===== config.mk =====
export PLATFORM = sky130hd
export DESIGN_NAME = rom_rd_ctrl
export DESIGN_NICKNAME = d
export VERILOG_FILES = /design/src/rtl/rom_rd_pkg.sv /design/src/rtl/rom_rd_timer.sv /design/src/rtl/rom_rd_fsm.sv /design/src/rtl/rom_rd_capture.sv /design/src/rtl/rom_rd_ctrl.sv
export SDC_FILE = /design/constraint.sdc
export NUM_CORES = 1
export LEC_CHECK = 0
export BUFFER_PORTS_ARGS = -buffer_cell sky130_fd_sc_hd__buf_2
export CAP_MARGIN = 20
export CELL_PAD_IN_SITES_DETAIL_PLACEMENT = 1
export CELL_PAD_IN_SITES_GLOBAL_PLACEMENT = 1
export CORE_AREA = 10 10 68 127
export DETAILED_ROUTE_END_ITERATION = 12
export DIE_AREA = 0 0 78 137
export GPL_TIMING_DRIVEN = 0
export PLACE_DENSITY_LB_ADDON = 0.15
export SYNTH_ARGS = -nofsm -noshare
export SYNTH_HDL_FRONTEND = slang
export SYNTH_SLANG_ARGS = --single-unit

===== constraint.sdc =====
create_clock -name clk -period 2.8 [get_ports clk]
set_input_delay 0.14 -clock clk [delete_from_list [all_inputs] [get_ports clk]]
set_output_delay 0.14 -clock clk [all_outputs]
set_load 0.02 [all_outputs]

===== src/rtl/rom_rd_pkg.sv =====
`timescale 1ns/100ps
package rom_rd_pkg;

   typedef enum logic [2:0] {
      ST_IDLE   = 3'd0,
      ST_SETTLE = 3'd1,
      ST_LEAD   = 3'd2,
      ST_OEW    = 3'd3,
      ST_FLOAT  = 3'd4
   } rd_state_e;

   // wait cycles for a delay: ceiling of ns/period, at least one
   function automatic int ns2cyc(input int ns, input int period);
      int c;
      c = (ns + period - 1) / period;
      return (c < 1) ? 1 : c;
   endfunction

   function automatic int imax(input int a, input int b);
      return (a > b) ? a : b;
   endfunction

endpackage


===== src/rtl/rom_rd_timer.sv =====
`timescale 1ns/100ps
module rom_rd_timer #(
   parameter int CW = 3
) (
   input  logic          clk,
   input  logic          rst_n,
   input  logic          load,
   input  logic [CW-1:0] load_val,
   output logic          done
);

   logic [CW-1:0] cnt;

   always_ff @(posedge clk) begin
      if (!rst_n)
         cnt <= '0;
      else if (load)
         cnt <= load_val;
      else if (cnt != '0)
         cnt <= cnt - 1'b1;
   end

   assign done = (cnt == '0);

   // a new wait may only start once the previous one has run out
   assert_load_on_expiry_R3: assert property (@(posedge clk) disable iff (!rst_n)
      load |-> done);

endmodule


===== src/rtl/rom_rd_fsm.sv =====
`timescale 1ns/100ps
module rom_rd_fsm
   import rom_rd_pkg::*;
#(
   parameter int N_ACC  = 5,
   parameter int N_OE   = 3,
   parameter int N_FLT  = 3,
   parameter int N_BFLT = 3,
   parameter int CW     = 3
) (
   input  logic          clk,
   input  logic          rst_n,
   input  logic          fire,
   input  logic          width_chg,
   input  logic          to_word,
   input  logic          tmr_done,
   output rd_state_e     st,
   output logic          tmr_load,
   output logic [CW-1:0] tmr_val,
   output logic          cap_stb
);

   localparam int N_LEAD = (N_ACC > N_OE) ? (N_ACC - N_OE) : 0;

   rd_state_e     first_st;
   logic [CW-1:0] first_val;
   rd_state_e     nxt;

   // pick the first access phase: a chip-enable-only lead, or straight to output enable
   generate
      if (N_LEAD > 0) begin : g_lead
         assign first_st  = ST_LEAD;
         assign first_val = CW'(N_LEAD - 1);
      end else begin : g_nolead
         assign first_st  = ST_OEW;
         assign first_val = CW'(N_OE - 1);
      end
   endgenerate

   always_comb begin
      nxt      = st;
      tmr_load = 1'b0;
      tmr_val  = '0;
      cap_stb  = 1'b0;
      case (st)
         ST_IDLE: begin
            if (fire) begin
               tmr_load = 1'b1;
               if (width_chg) begin
                  nxt     = ST_SETTLE;
                  tmr_val = to_word ? CW'(N_ACC - 1) : CW'(N_BFLT - 1);
               end else begin
                  nxt     = first_st;
                  tmr_val = first_val;
               end
            end
         end
         ST_SETTLE: begin
            if (tmr_done) begin
               nxt      = first_st;
               tmr_load = 1'b1;
               tmr_val  = first_val;
            end
         end
         ST_LEAD: begin
            if (tmr_done) begin
               nxt      = ST_OEW;
               tmr_load = 1'b1;
               tmr_val  = CW'(N_OE - 1);
            end
         end
         ST_OEW: begin
            if (tmr_done) begin
               nxt      = ST_FLOAT;
               tmr_load = 1'b1;
               tmr_val  = CW'(N_FLT - 1);
               cap_stb  = 1'b1;
            end
         end
         ST_FLOAT: begin
            if (tmr_done)
               nxt = ST_IDLE;
         end
         default: nxt = ST_IDLE;
      endcase
   end

   always_ff @(posedge clk) begin
      if (!rst_n)
         st <= ST_IDLE;
      else
         st <= nxt;
   end

   // capture only ever closes an output-enable phase, and the bus then floats
   assert_capture_then_float_R6: assert property (@(posedge clk) disable iff (!rst_n)
      cap_stb |=> (st == ST_FLOAT));

endmodule


===== src/rtl/rom_rd_capture.sv =====
`timescale 1ns/100ps
module rom_rd_capture #(
   parameter int DATA_W = 16
) (
   input  logic              clk,
   input  logic              rst_n,
   input  logic              stb,
   input  logic              byte_mode,
   input  logic [DATA_W-1:0] dq,
   output logic              rsp_valid,
   output logic [DATA_W-1:0] rsp_data
);

   localparam int HALF = DATA_W / 2;

   logic [DATA_W-1:0] shaped;

   // byte width: only the lower lane carries data, the upper lane is floating
   genvar gi;
   generate
      for (gi = 0; gi < DATA_W; gi++) begin : g_lane
         if (gi < HALF) begin : g_lo
            assign shaped[gi] = dq[gi];
         end else begin : g_hi
            assign shaped[gi] = dq[gi] & ~byte_mode;
         end
      end
   endgenerate

   always_ff @(posedge clk) begin
      if (!rst_n) begin
         rsp_valid <= 1'b0;
         rsp_data  <= '0;
      end else begin
         rsp_valid <= stb;
         if (stb)
            rsp_data <= shaped;
      end
   end

   assert_rsp_single_R2: assert property (@(posedge clk) disable iff (!rst_n)
      rsp_valid |=> !rsp_valid);

   assert_byte_upper_zero_R4: assert property (@(posedge clk) disable iff (!rst_n)
      (stb && byte_mode) |=> (rsp_data[DATA_W-1:HALF] == '0));

endmodule


===== src/rtl/rom_rd_ctrl.sv =====
`timescale 1ns/100ps
module rom_rd_ctrl
   import rom_rd_pkg::*;
#(
   parameter int ADDR_W    = 19,
   parameter int DATA_W    = 16,
   parameter int CLK_NS    = 10,
   parameter int T_ACC_NS  = 50,
   parameter int T_OE_NS   = 30,
   parameter int T_FLT_NS  = 30,
   parameter int T_BFLT_NS = 30
) (
   input  logic              clk,
   input  logic              rst_n,
   input  logic              req_valid,
   output logic              req_ready,
   input  logic [ADDR_W-1:0] req_addr,
   input  logic              req_byte,
   input  logic              req_hi,
   output logic              rsp_valid,
   output logic [DATA_W-1:0] rsp_data,
   output logic              rom_ce_n,
   output logic              rom_oe_n,
   output logic              rom_byte_n,
   output logic              rom_a_lsb,
   output logic [ADDR_W-1:0] rom_addr,
   input  logic [DATA_W-1:0] rom_dq,
   output logic              bus_free
);

   localparam int N_ACC  = ns2cyc(T_ACC_NS, CLK_NS);
   localparam int N_OE   = ns2cyc(T_OE_NS, CLK_NS);
   localparam int N_FLT  = ns2cyc(T_FLT_NS, CLK_NS);
   localparam int N_BFLT = ns2cyc(T_BFLT_NS, CLK_NS);
   localparam int N_MAX  = imax(imax(N_ACC, N_OE), imax(N_FLT, N_BFLT));
   localparam int CW     = $clog2(N_MAX + 1);

   generate
      if (CLK_NS < 1) begin : g_bad_clk
         $error("clock period must be at least 1 ns");
      end
      if ((DATA_W < 2) || (DATA_W % 2 != 0)) begin : g_bad_data
         $error("data width must be even and at least 2");
      end
      if (ADDR_W < 1) begin : g_bad_addr
         $error("address width must be at least 1");
      end
   endgenerate

   rd_state_e     st;
   logic          fire;
   logic          width_chg;
   logic          tmr_load;
   logic [CW-1:0] tmr_val;
   logic          tmr_done;
   logic          cap_stb;

   assign req_ready = (st == ST_IDLE);
   assign fire      = req_valid && req_ready;
   // rom_byte_n high means word width now; a byte request then changes it
   assign width_chg = (req_byte == rom_byte_n);

   rom_rd_fsm #(
      .N_ACC (N_ACC),
      .N_OE  (N_OE),
      .N_FLT (N_FLT),
      .N_BFLT(N_BFLT),
      .CW    (CW)
   ) fsm_i (
      .clk      (clk),
      .rst_n    (rst_n),
      .fire     (fire),
      .width_chg(width_chg),
      .to_word  (!req_byte),
      .tmr_done (tmr_done),
      .st       (st),
      .tmr_load (tmr_load),
      .tmr_val  (tmr_val),
      .cap_stb  (cap_stb)
   );

   rom_rd_timer #(
      .CW(CW)
   ) tmr_i (
      .clk     (clk),
      .rst_n   (rst_n),
      .load    (tmr_load),
      .load_val(tmr_val),
      .done    (tmr_done)
   );

   rom_rd_capture #(
      .DATA_W(DATA_W)
   ) cap_i (
      .clk      (clk),
      .rst_n    (rst_n),
      .stb      (cap_stb),
      .byte_mode(!rom_byte_n),
      .dq       (rom_dq),
      .rsp_valid(rsp_valid),
      .rsp_data (rsp_data)
   );

   // address side: loaded at acceptance, held until the next one
   always_ff @(posedge clk) begin
      if (!rst_n) begin
         rom_addr   <= '0;
         rom_byte_n <= 1'b1;
         rom_a_lsb  <= 1'b0;
      end else if (fire) begin
         rom_addr   <= req_addr;
         rom_byte_n <= !req_byte;
         rom_a_lsb  <= req_byte & req_hi;
      end
   end

   assign rom_ce_n = !((st == ST_LEAD) || (st == ST_OEW));
   assign rom_oe_n = !(st == ST_OEW);
   assign bus_free = (st == ST_IDLE) || (st == ST_SETTLE);

   assert_oe_inside_ce_R3: assert property (@(posedge clk) disable iff (!rst_n)
      !rom_oe_n |-> !rom_ce_n);

   assert_addr_hold_R7: assert property (@(posedge clk) disable iff (!rst_n)
      !req_ready |=> ($stable(rom_addr) && $stable(rom_a_lsb) && $stable(rom_byte_n)));

   assert_release_not_free_R6: assert property (@(posedge clk) disable iff (!rst_n)
      $rose(rom_ce_n) |-> !bus_free);

   assert_word_lsb_low_R4: assert property (@(posedge clk) disable iff (!rst_n)
      rom_byte_n |-> !rom_a_lsb);

   assert_data_after_oe_R2: assert property (@(posedge clk) disable iff (!rst_n)
      $rose(rsp_valid) |-> $past(!rom_oe_n));

   assert_no_width_change_active_R5: assert property (@(posedge clk) disable iff (!rst_n)
      (!rom_ce_n && $past(!rom_ce_n)) |-> $stable(rom_byte_n));

endmodule


# Word level (Yosys, flattened, before mapping)
# Index checks and enable logic that the tools add are counted.
[totals] output_inout_bits=42 inputBits=40 reg_bits=44
[op_classes] n_reduce_logical=13 eq_ne=10 addsub=1 muxes=19 n_bitwise=9
[op_table] cell="3-bit 2-to-1 mux" count=10
[op_table] cell="3-bit one-hot mux with 5 select lines" count=1
[op_table] cell="2-bit by 1-bit inequality test with 1-bit output (second input constant)" count=5
[op_table] cell="1-bit AND" count=9
[op_table] cell="3-bit one-hot mux with 3 select lines" count=1
[op_table] cell="3-bit by 2-bit equality test with 1-bit output (second input constant)" count=2
[op_table] cell="3-bit zero test" count=2
[op_table] cell="5-bit AND reduction" count=1
[op_table] cell="1-bit 2-to-1 mux" count=4
[op_table] cell="2-bit 2-to-1 mux" count=2
[op_table] cell="3-bit by 1-bit equality test with 1-bit output (second input constant)" count=1
[op_table] cell="3-bit equality test (second input constant)" count=1
[op_table] cell="1-bit zero test" count=3
[op_table] cell="3-bit nonzero test" count=1
[op_table] cell="3-bit OR reduction" count=1
[op_table] cell="3-bit by 1-bit subtractor with 3-bit output (second input constant)" count=1
[op_table] cell="1-bit logical OR" count=2
[op_table] cell="1-bit one-hot mux with 2 select lines" count=1
[op_table] cell="2-bit nonzero test" count=1
[op_table] cell="2-bit OR reduction" count=1
[op_table] cell="1-bit equality test" count=1
[op_table] cell="1-bit logical AND" count=1

# Logic depth before layout (Yosys ltp)
[depth] word_depth=5 depth_mapped=8 mapped_depth_nobuf=6

# Hierarchy
# A second synthesis with hierarchy kept.
[hier_totals] hier_cells=212 area_unflattened_um2=2005.7
[modules_own_cells] mod="rom_rd_ctrl" seq_area_each_um2=420.4 area_each_um2=898.4 n_inst=1 cells_each=99
[modules_own_cells] mod="rom_rd_capture" seq_area_each_um2=340.3 area_each_um2=661.9 n_inst=1 cells_each=64
[modules_own_cells] mod="rom_rd_fsm" seq_area_each_um2=60.1 area_each_um2=240.2 n_inst=1 cells_each=27
[modules_own_cells] mod="rom_rd_timer" seq_area_each_um2=60.1 area_each_um2=205.2 n_inst=1 cells_each=22

# Worst setup path after synthesis
# No wires, ideal clock.
[synth_timing] kind="reg-to-reg" startpoint="register tmr_i.cnt[0]" endpoint="register fsm_i.st[1]" required_time_ns=2.678 t_arrival_ns=1.413 path_stages_with_launch=8 setup_slack_ns=1.265 path_cell_list="dfxtp_1 > inv_1 > ha_1 > nor2b_1 > buf_4 > maj3_2 > o31ai_2 > a21oi_1"
[synth_via] elab_chain_len=3 word_cells_on_any_way=6 cone_classes="eq/ne: 4; reduce/logical: 2"
[synth_lines] item="start, declared" line_no="rom_rd_timer.sv:12" text="logic [CW-1:0] cnt;"
[synth_lines] item="start signal, assigned" line_no="rom_rd_timer.sv:18" text="cnt <= load_val;"
[synth_lines] item="start signal, assigned" line_no="rom_rd_timer.sv:20" text="cnt <= cnt - 1'b1;"
[synth_lines] item="3-bit zero test *" line_no="rom_rd_timer.sv:23" text="assign done = (cnt == '0);"
[synth_lines] item="2-bit by 1-bit inequality test with 1-bit output (no line)"
[synth_lines] item="5-bit AND reduction (no line) *"
[synth_lines] item="end signal, assigned" line_no="rom_rd_fsm.sv:92" text="st <= nxt;"
[synth_lines] item="end, declared" line_no="rom_rd_fsm.sv:17" text="output rd_state_e st,"
# Mark *: on every way between the ends. The rest lies on a longest branch, timed or not.
# A chain may end at the register's enable or synchronous reset.

# Worst setup path after layout
# Same ends and word-level chain as after synthesis.

==> flow_results.xml <==
<?xml version="1.0" encoding="UTF-8"?>
<metrics>
  <group name="sta">
    <metric name="post-route-period-util" unit="%">60.29</metric>
    <metric name="finalCriticalPeriod" unit="ns">1.688</metric>
    <metric name="fin_worst_skew" unit="ns">0.005907</metric>
    <metric name="timing.max_slew.rel_slack" unit="%">69.08</metric>
    <metric name="max_freq" unit="MHz">592.4</metric>
    <metric name="timing_hold_violations_final" unit="">0</metric>
    <metric name="drv_slew" unit="">0</metric>
    <metric name="post-route-worst-setup-slack" unit="ns">1.112</metric>
    <metric name="setup_violations_final" unit="">0</metric>
    <metric name="worst-slew-pin-transition" unit="ns">0.4639</metric>
    <metric name="rsz0062_at_grt" unit="">false</metric>
    <metric name="fin_tns_setup" unit="ns">0</metric>
  </group>
  <group name="clock_network">
    <metric name="path_clk_slew" unit="ns">0.06</metric>
    <metric name="cts-htree-levels" unit="">2</metric>
    <metric name="clkSinkCount" unit="">44</metric>
    <metric name="cts_root_buf" unit="">sky130_fd_sc_hd__clkbuf_16</metric>
    <metric name="cts_tree" unit="">built</metric>
    <metric name="postCtsResizedCells" unit="">0</metric>
    <metric name="cts.repair_timing.setup_buffer_count" unit="">0</metric>
    <metric name="cts.path.max_buffers" unit="">2</metric>
    <metric name="ctsHoldBuffers" unit="">0</metric>
    <metric name="cts-buffers-inserted" unit="">5</metric>
    <metric name="clkLatencyLatePin" unit="ns">0.29</metric>
  </group>
  <group name="cells_and_area">
    <metric name="nets" unit="">361</metric>
    <metric name="fillers" unit="">823</metric>
    <metric name="drive_above_1_share" unit="%">32.70</metric>
    <metric name="design_area" unit="sq um">2628</metric>
    <metric name="final_design_utilization" unit="%">40.00</metric>
    <metric name="antenna_diode_count" unit="">0</metric>
    <metric name="area_delta_synth_final" unit="%">35.48</metric>
  </group>
  <group name="global_route">
    <metric name="use_met3" unit="%">3.942</metric>
    <metric name="globalRoute.busiestLayer" unit="">met2</metric>
    <metric name="grt_start_max_net_pins" unit="">15</metric>
    <metric name="grt_overflow" unit="">0</metric>
    <metric name="globalRouteTotalUtil" unit="%">11.64</metric>
    <metric name="grt_util_met1" unit="%">11.05</metric>
    <metric name="met2_usage" unit="%">22.01</metric>
    <metric name="grt_antenna_before_repair" unit="">0</metric>
    <metric name="first_global_vias" unit="">1993</metric>
    <metric name="wire_length_of_the_first_global_routing_pass" unit="um">9908</metric>
  </group>
  <group name="pwr">
    <metric name="worst_ir_drop_vdd" unit="mV">0.3608</metric>
    <metric name="leakage" unit="uW">0.001192</metric>
    <metric name="power_density" unit="nW/um^2">903.6</metric>
    <metric name="total_power" unit="uW">2374</metric>
  </group>
  <group name="run">
    <metric name="cap_violations" unit="">0</metric>
  </group>
  <group name="place">
    <metric name="port-buffer-count" unit="">80</metric>
    <metric name="placedInstanceArea" unit="sq um">2450</metric>
    <metric name="detailedPlacementHpwl" unit="um">4931</metric>
    <metric name="preCtsSetupSlack" unit="ns">1.115</metric>
    <metric name="gpl.final_weighted_congestion" unit="">0.7262</metric>
  </group>
  <group name="synthesis">
    <metric name="post_synth_most_frequent_cells" unit="">sky130_fd_sc_hd__nand2_1, sky130_fd_sc_hd__dfxtp_1, sky130_fd_sc_hd__a21boi_1, sky130_fd_sc_hd__a21boi_0, sky130_fd_sc_hd__nand3_1</metric>
    <metric name="synth.yosys.seq_area_share" unit="%">45.42</metric>
    <metric name="syn-mean-instance-area" unit="sq um">8.432</metric>
    <metric name="synth_top_area_cell" unit="">sky130_fd_sc_hd__dfxtp_1</metric>
    <metric name="synth_cells" unit="">230</metric>
    <metric name="synth.lib_cells_used.distinct" unit="">35</metric>
    <metric name="syn_nets" unit="">274</metric>
    <metric name="synth.top_cell.area_share" unit="%">45.42</metric>
    <metric name="yosys_register_bits" unit="">44</metric>
    <metric name="syn-cell-area" unit="sq um">1939</metric>
    <metric name="synth_flop_cell" unit="">sky130_fd_sc_hd__dfxtp_1</metric>
    <metric name="post-synth-top-count-cell" unit="">sky130_fd_sc_hd__nand2_1</metric>
    <metric name="synth_enable_flop_cells" unit="">0</metric>
    <metric name="async_flop_share" unit="%">0</metric>
    <metric name="ys.warnings.count" unit="">0</metric>
    <metric name="synth_area_leaders" unit="">sky130_fd_sc_hd__dfxtp_1, sky130_fd_sc_hd__nand2_1, sky130_fd_sc_hd__a21boi_1</metric>
  </group>
  <group name="floorplanning">
    <metric name="die_area" unit="sq um">10690</metric>
    <metric name="core_region_area" unit="sq um">6569</metric>
    <metric name="dieHeight" unit="um">137</metric>
    <metric name="io-pin-count" unit="">82</metric>
    <metric name="row_count" unit="">42</metric>
    <metric name="dieWidth" unit="um">78</metric>
    <metric name="start_util" unit="%">29.52</metric>
  </group>
  <group name="status">
    <metric name="run_status" unit="">complete, no violations</metric>
  </group>
  <group name="setup_path">
    <metric name="cp_data_required_time" unit="ns">2.98</metric>
    <metric name="arrival" unit="ns">1.86</metric>
    <metric name="critPathLaunchType" unit="">register</metric>
    <metric name="timing.setup.critical_path_class" unit="">register to register</metric>
    <metric name="timing.critical_path.fanout_max" unit="">10</metric>
    <metric name="cp-end-kind" unit="">register</metric>
    <metric name="regToRegSetupSlack" unit="ns">1.11</metric>
  </group>
  <group name="detailed_routing">
    <metric name="first_iter_violations" unit="">39</metric>
    <metric name="wirelength" unit="um">6126</metric>
    <metric name="detail_route.first_pass.iterations" unit="">4</metric>
    <metric name="vias" unit="">1852</metric>
    <metric name="detail_route.wl_per_cell" unit="um">15.09</metric>
    <metric name="drt_drc_violations_left" unit="">0</metric>
    <metric name="drt.antenna.violating_nets" unit="">0</metric>
    <metric name="route.detailed.vias_per_inst" unit="">4.562</metric>
  </group>
  <group name="worst_hold_path">
    <metric name="hp_class" unit="">primary input to register</metric>
  </group>
</metrics>
[registers in the layout (all words and copies together) (netlist names)]
name             count
cap_i.rsp_data      16
rom_a_lsb            1
tmr_i.cnt            3
fsm_i.st             3
cap_i.rsp_valid      1
rom_addr            19
rom_byte_n           1
[path summary, 6_finish.rpt]
kind / startpoint / to / cells past startpoint
max: tmr_i.cnt[0] / fsm_i.st[1] / 7
min: req_addr[13] / rom_addr[13] / 3
max reg2reg: tmr_i.cnt[0] / fsm_i.st[1] / 7
min reg2reg: cap_i.rsp_data[2] / cap_i.rsp_data[2] / 2
[worst max-delay path: stages, from the launching register on]
cell and delay [ns]:
sky130_fd_sc_hd__dfxtp_1 0.34, sky130_fd_sc_hd__inv_1 0.07, sky130_fd_sc_hd__ha_1 0.21, sky130_fd_sc_hd__nor2b_1 0.15, sky130_fd_sc_hd__buf_4 0.18, sky130_fd_sc_hd__maj3_2 0.32
sky130_fd_sc_hd__o31ai_2 0.23, sky130_fd_sc_hd__a21oi_1 0.07
[through the flow]
step / std cells / hold slack, ns
after floorplan: 230 / 0.2749
after global placement: 398 / 0.3800
after detailed placement: 398 / 0.3859
after CTS: 406 / 0.07568
after global routing: 406 / 0.09036
final: 406 / 0.08029
[layout make-up]
cell class | instances | area [sq um] | share of cell area [%]
plain buffers | 17 | 106.4 | 4.048
multi-input cells | 162 | 925.9 | 35.24
inverters | 7 | 26.28 | 1.000
clock buffers | 6 | 138.9 | 5.286
well taps | 88 | 110.1 | 4.190
flip-flops and latches | 44 | 880.8 | 33.52
clock inverters | 2 | 38.79 | 1.476
repair buffers | 80 | 400.4 | 15.24
[power breakdown]
part           internal [uW]  leakage, uW  total, uW  switching [uW]
clock network            447    0.0000871        702             255
logic                    342     0.000746        886             544
registers                732     0.000359        786            54.4
[routing by layer]
layer | routed length (um) | vias up
met5 | 0 | -
met4 | 96 | 0
li1 | - | 930
met2 | 3422 | 46
met3 | 363 | 7
met1 | 2243 | 869
[layout by cell type, fill, tap and decap left out]
| master | n |
|---|---|
| sky130_fd_sc_hd__a21boi_0 | 12 |
| sky130_fd_sc_hd__a21boi_1 | 24 |
| sky130_fd_sc_hd__a21o_1 | 1 |
| sky130_fd_sc_hd__a21oi_1 | 5 |
| sky130_fd_sc_hd__a22o_1 | 1 |
| sky130_fd_sc_hd__a22oi_1 | 1 |
| sky130_fd_sc_hd__a311oi_1 | 1 |
| sky130_fd_sc_hd__and2_1 | 2 |
| sky130_fd_sc_hd__and2b_1 | 1 |
| sky130_fd_sc_hd__and3_1 | 1 |
| sky130_fd_sc_hd__buf_2 | 84 |
| sky130_fd_sc_hd__buf_4 | 4 |
| sky130_fd_sc_hd__buf_6 | 3 |
| sky130_fd_sc_hd__bufinv_16 | 1 |
| sky130_fd_sc_hd__clkbuf_1 | 6 |
| sky130_fd_sc_hd__clkbuf_16 | 5 |
| sky130_fd_sc_hd__clkbuf_8 | 1 |
| sky130_fd_sc_hd__clkinv_4 | 1 |
| sky130_fd_sc_hd__dfxtp_1 | 44 |
| sky130_fd_sc_hd__ha_1 | 4 |
| sky130_fd_sc_hd__inv_1 | 7 |
| sky130_fd_sc_hd__maj3_2 | 1 |
| sky130_fd_sc_hd__mux2i_1 | 1 |
| sky130_fd_sc_hd__nand2_1 | 73 |
| sky130_fd_sc_hd__nand2b_1 | 1 |
| sky130_fd_sc_hd__nand3_1 | 11 |
| sky130_fd_sc_hd__nor2_1 | 3 |
| sky130_fd_sc_hd__nor2b_1 | 2 |
| sky130_fd_sc_hd__nor2b_4 | 1 |
| sky130_fd_sc_hd__nor3_1 | 3 |
| sky130_fd_sc_hd__nor4b_4 | 1 |
| sky130_fd_sc_hd__o211ai_1 | 2 |
| sky130_fd_sc_hd__o21a_1 | 1 |
| sky130_fd_sc_hd__o21ai_0 | 4 |
| sky130_fd_sc_hd__o22ai_1 | 1 |
| sky130_fd_sc_hd__o31ai_2 | 1 |
| sky130_fd_sc_hd__o32a_1 | 1 |
| sky130_fd_sc_hd__or2_4 | 1 |
| sky130_fd_sc_hd__xnor2_1 | 1 |
[kinds of logic after synthesis]
group                    share of synthesized area (%)
AND/OR/NAND/NOR                                  23.03
AO/OA/AOI/OAI                                    20.58
flip-flops                                       45.42
buffers and inverters                            6.839
adder cells (fa/ha/maj)                          3.161
XOR/XNOR                                        0.4517
multiplexers                                    0.5161
Power figures use the tool's default switching activity.
